$ cat config.mk
export PLATFORM = sky130hd
export DESIGN_NAME = flash_thermo_fixer
export DESIGN_NICKNAME = d
export VERILOG_FILES = /design/src/rtl/flash_thermo_pkg.sv /design/src/rtl/thermo_vote_stage.sv /design/src/rtl/thermo_count_stage.sv /design/src/rtl/flash_thermo_fixer.sv
export SDC_FILE = /design/constraint.sdc
export NUM_CORES = 1
export LEC_CHECK = 0
export ABC_AREA = 1
export BUFFER_PORTS_ARGS = -buffer_cell sky130_fd_sc_hd__buf_2
export CAP_MARGIN = 0
export CELL_PAD_IN_SITES_DETAIL_PLACEMENT = 0
export CELL_PAD_IN_SITES_GLOBAL_PLACEMENT = 2
export CORE_ASPECT_RATIO = 2
export CORE_UTILIZATION = 29
export DETAILED_ROUTE_END_ITERATION = 8
export PLACE_DENSITY = 0.84
export SYNTH_ARGS = -nofsm -noshare
export SYNTH_HDL_FRONTEND = slang
export SYNTH_SLANG_ARGS = --single-unit
$ cat constraint.sdc
create_clock -name clk -period 3.96 [get_ports clk]
set_input_delay 0.396 -clock clk [delete_from_list [all_inputs] [get_ports clk]]
set_output_delay 0.396 -clock clk [all_outputs]
set_load 0.01 [all_outputs]
$ cat src/rtl/flash_thermo_pkg.sv
package flash_thermo_pkg;

    // three-input majority vote
    function automatic logic vote3(input logic a, input logic b, input logic c);
        return (a & b) | (a & c) | (b & c);
    endfunction

endpackage

$ cat src/rtl/thermo_vote_stage.sv
module thermo_vote_stage
    import flash_thermo_pkg::*;
#(
    parameter int N = 8
) (
    input  logic         clk,
    input  logic         rst,
    input  logic         in_valid,
    input  logic [N-1:0] raw,
    output logic         vld_q,
    output logic [N-1:0] word_q
);
    // raw word padded with the assumed neighbours: 1 below bit 0, 0 above bit N-1
    logic [N+1:0] padded;
    logic [N-1:0] voted;

    assign padded = {1'b0, raw, 1'b1};

    for (genvar gi = 0; gi < N; gi++) begin : g_vote
        assign voted[gi] = vote3(padded[gi], padded[gi+1], padded[gi+2]);
    end

    always_ff @(posedge clk) begin
        if (rst) begin
            vld_q  <= 1'b0;
            word_q <= '0;
        end else begin
            vld_q <= in_valid;
            if (in_valid) begin
                word_q <= voted;
            end
        end
    end
endmodule

$ cat src/rtl/thermo_count_stage.sv
module thermo_count_stage #(
    parameter int N  = 8,
    parameter int CW = $clog2(N + 1)
) (
    input  logic          clk,
    input  logic          rst,
    input  logic          in_valid,
    input  logic [N-1:0]  word,
    output logic          out_valid,
    output logic [N-1:0]  out_word,
    output logic [CW-1:0] out_code,
    output logic          out_bad
);
    logic [CW-1:0] run_len;
    logic          hit_zero;
    logic          rise_seen;

    // length of the low-end run of ones
    always_comb begin
        run_len  = '0;
        hit_zero = 1'b0;
        for (int i = 0; i < N; i++) begin
            if (!word[i]) begin
                hit_zero = 1'b1;
            end else if (!hit_zero) begin
                run_len = run_len + {{(CW-1){1'b0}}, 1'b1};
            end
        end
    end

    // any 0 followed by a 1 higher up marks an illegal code
    always_comb begin
        rise_seen = 1'b0;
        for (int i = 0; i < N - 1; i++) begin
            if (!word[i] && word[i+1]) begin
                rise_seen = 1'b1;
            end
        end
    end

    always_ff @(posedge clk) begin
        if (rst) begin
            out_valid <= 1'b0;
            out_word  <= '0;
            out_code  <= '0;
            out_bad   <= 1'b0;
        end else begin
            out_valid <= in_valid;
            if (in_valid) begin
                out_word <= word;
                out_code <= run_len;
                out_bad  <= rise_seen;
            end
        end
    end
endmodule

$ cat src/rtl/flash_thermo_fixer.sv
module flash_thermo_fixer #(
    parameter int N  = 8,
    parameter int CW = $clog2(N + 1)
) (
    input  logic          clk,
    input  logic          rst,
    input  logic          in_valid,
    input  logic [N-1:0]  in_word,
    output logic          out_valid,
    output logic [N-1:0]  out_word,
    output logic [CW-1:0] out_code,
    output logic          out_bad
);
    logic         mid_vld;
    logic [N-1:0] mid_word;

    thermo_vote_stage #(.N(N)) u_vote (
        .clk     (clk),
        .rst     (rst),
        .in_valid(in_valid),
        .raw     (in_word),
        .vld_q   (mid_vld),
        .word_q  (mid_word)
    );

    thermo_count_stage #(.N(N), .CW(CW)) u_count (
        .clk      (clk),
        .rst      (rst),
        .in_valid (mid_vld),
        .word     (mid_word),
        .out_valid(out_valid),
        .out_word (out_word),
        .out_code (out_code),
        .out_bad  (out_bad)
    );
endmodule

==> metrics.md <==
| Metric | Value |
|---|---|
| Sink Count | 23 |
| Total global-route track usage | 0.146 |
| Root buf cell | clkbuf_8 |
| Data arrival, critical path | roughly 3.7 ns |
| Pwr Density | 312 mW/mm^2 |
| Critical Path Sink Type | flop |
| Max VDD drop | between 0.15 and 0.2 mV |
| Final Setup Violations | 0 |
| ANT nets after route | 0 |
| Synth-to-layout area growth | 17.1% |
| TritonCTS clock tree | done |
| Fin Clk Skew | ~0.0053 ns |
| First-pass GRT wire length | 5.24 mm |
| Max Transition Viols Final | 0 |
| Unrepaired setup endpoints after global routing | no |
| Htree depth | 1 |
| # DRC | 0 |
| Die Area | ~0.0047 sq mm |
| Die Span Y | ~96 um |
| Row count | 33 |
| Clock share of power | 0.305 |
| Setup TNS | 0 ns |
| Hold_buf cts | 0 |
| Via Count | between 1,000 and 1,500 |
| CORE AREA | approximately 0.0042 sq mm |
| Fmax | around 280 MHz |
| Avg WL per Cell | 11.9 um |
| Overflow after GRT | 0 |
| Clk buf depth | 2 |
| Initial core utilization | 0.307 |
| Worst-path maximum fanout | 4 |
| # IOs | 25 |
| Largest net degree at the start of global routing | 16 |
| Ys Warns | 0 |
| Final worst path period share | 0.907 |
| Num CTS Buffers | 3 |
| Part of the power in combinational logic | 0.150 |
| DR iter-0 viols | 28 |
| Postcts setup bufs | 0 |
| Routability cong. | 0.783 |
| Int Pwr | between 0.0003 and 0.0004 W |
| Sequential share of the synthesized area | 0.360 |
| CP required | between 4 and 5 ns |
| Clk_lat worst skew | approximately 0.26 ns |
| # diodes | 0 |
| Final net count | between 200 and 250 |
| Critical R2R Launch | u_vote.word_q[1]$_SDFFE_PP0P_ |
| Routed WL | 3.11 mm |
| Die Span X | approximately 49 um |
| Syn Nets | 199 |
| Post-cts sizing count | 0 |
| Leakage | ~0.74 nW |
| Net Sw Power | 0.000128 W |
| Worst hold path class | input pin to flop |
| Clk slew on worst S/H paths | about 0.08 ns |
| Switching portion of total power | 0.273 |
| Buffers added on ports | 24 |
| Antenna violations before repair | 0 |
| Overall power | about 0.00047 W |
| Crit path launch type | flop |
| Vias per inst | 4.78 |
| Synth unique cells | 30 |
| Worst Path Class, Setup | flop to flop |
| Final min period | approximately 3.6 ns |
| Slew HR | 0.753 |
| Proportion of layout cells with a drive suffix above 1 | 0.212 |
| Detailed Place HPWL | 2.57 mm |
| Worst Setup SP | u_vote.word_q[1]$_SDFFE_PP0P_ |
| #FFs+latches synth | 23 |
| MaxCap Viol Count | 0 |
| Mean post-synth cell area | 6.99 sq um |
| Run status | finished, final reports clean |
| Synth Instances | approximately 180 |
| Vias in the first global route | between 1,000 and 1,500 |
| Hold Startpoint | in_word[6] |
| 1st-pass router iterations | 4 |
| Sequential share of power | 0.545 |
| Number of hold violations in the final report | 0 |
| Slew of the pin with the lowest slew margin | between 0.3 and 0.4 ns |
| Area of the mapped netlist | 0.00128 sq mm |
power by group through the flow:
stage	logic, W	clock network [W]	registers, W
6_report	0.0000699	0.000143	0.000255
5_1_grt	0.0000811	0.000160	0.000256
4_1_cts	0.0000711	0.000149	0.000255
3_5_place_dp	0.0000706	0	0.000260
3_3_place_gp	0.0000709	0	0.000260
2_1_floorplan	0.0000448	0	0.000259
cell families after synthesis:
logic type               count (synthesis)  share of synthesized area
AND/OR/NAND/NOR                         87                      0.323
AO/OA/AOI/OAI                           35                      0.162
buffers and inverters                   31                     0.0920
flip-flops                              23                      0.360
adder cells (fa/ha/maj)                  5                     0.0489
XOR/XNOR                                 2                     0.0137
layout by cell type (no fill, tap or decap):
master     n
a211oi_1   3
a21oi_1   10
a21oi_2    1
a221oi_1   1
buf_2     24
clkbuf_8   3
clkinv_1   3
clkinv_2   1
dfxtp_1   23
ha_1       5
inv_1     23
inv_2      2
nand2_1   33
nand2_2    6
nand3_1   22
nand3_2    2
nand3b_1   1
nand4_1    1
nor2_1    17
nor2_2     3
nor2_8     1
nor3_1     1
o211ai_1   1
o21a_1     2
o21ai_0   13
o21ai_1    1
o21ai_2    1
o311ai_0   1
o31ai_1    1
xnor2_1    1
xor2_1     1
final timing paths:
check	endpoint	cells after the start	slack, ns
worst min register to register	u_count.out_bad$_SDFFE_PP0P_	2	0.47
worst max register to register	u_count.out_code[1]$_SDFFE_PP0P_	19	0.37
worst max-delay path	u_count.out_code[1]$_SDFFE_PP0P_	19	0.37
worst min-delay path	u_vote.word_q[5]$_SDFFE_PP0P_	3	0.46
routing by layer:
metal / GRT usage / vias to the layer above / part of all wire
met5: 0 / - / 0
met4: 0.0539 / 0 / 0.014
met1: 0.144 / 565 / 0.36
met3: 0.0174 / 4 / 0.022
li1: - / 654 / -
met2: 0.299 / 19 / 0.60
state kept, by name (all words and copies together) (netlist names):
register,flops
u_count.out_bad,1
u_count.out_code,4
u_count.out_valid,1
u_count.out_word,8
u_vote.vld_q,1
u_vote.word_q,8
per-stage QoR:
| stage | instance area [sq um] | util | setup slack (ns) | std cells | hold slack, ns |
|---|---|---|---|---|---|
| finish | 1500 | 0.359 | 0.369 | 260 | 0.461 |
| global route | 1500 | 0.359 | 0.0302 | 260 | 0.485 |
| CTS | 1500 | 0.359 | 0.324 | 260 | 0.455 |
| detailed placement | 1450 | 0.348 | 0.345 | 256 | 0.458 |
| global placement | 1450 | 0.348 | 0.495 | 256 | 0.452 |
| floorplan | 1280 | - | 0.641 | 183 | 0.471 |
layout make-up:
cell class | instances | area (sq um)
repair buffers | 24 | 120
clock inverters | 1 | 5.00
inverters | 28 | 105
fillers | 491 | 2670
clock buffers | 3 | 41.3
multi-input cells | 129 | 701
flip-flops and latches | 23 | 460
well taps | 52 | 65.1
critical path, stage by stage, from the launching register on:
cell	delay [ns]
dfxtp_1	0.38
nand2_2	0.12
inv_1	0.15
ha_1	0.25
nand2_1	0.06
o21ai_1	0.10
ha_1	0.31
o21ai_2	0.21
inv_2	0.06
ha_1	0.28
nand3b_1	0.15
nand3_1	0.09
nand2_1	0.09
inv_1	0.07
ha_1	0.22
nor2_1	0.18
a21oi_2	0.07
ha_1	0.28
o311ai_0	0.34
nand2_1	0.08
cells in the mapped netlist:
library cell   n  area [sq um]
nand2_1       33           124
dfxtp_1       23           460
inv_1         23          86.3
nand3_1       22           110
nor2_1        17          63.8
o21ai_0       13          65.1
a21oi_1       10          50.1
nand2_2        6          37.5
ha_1           5          62.6
a211oi_1       3          22.5
clkinv_1       3          11.3
nor2_2         3          18.8
clkbuf_1       2          7.51
inv_2          2          7.51
nand3_2        2          20.0
o21a_1         2          15.0
a21oi_2        1          8.76
a221oi_1       1          8.76
buf_2          1          5.00
nand3b_1       1          7.51
nand4_1        1          6.26
nor2_8         1          20.0
nor3_1         1          5.00
o211ai_1       1          7.51
o21ai_1        1          5.00
o21ai_2        1          8.76
o311ai_0       1          8.76
o31ai_1        1          7.51
xnor2_1        1          8.76
xor2_1         1          8.76
No activity file was read; power rests on OpenSTA's default activity.
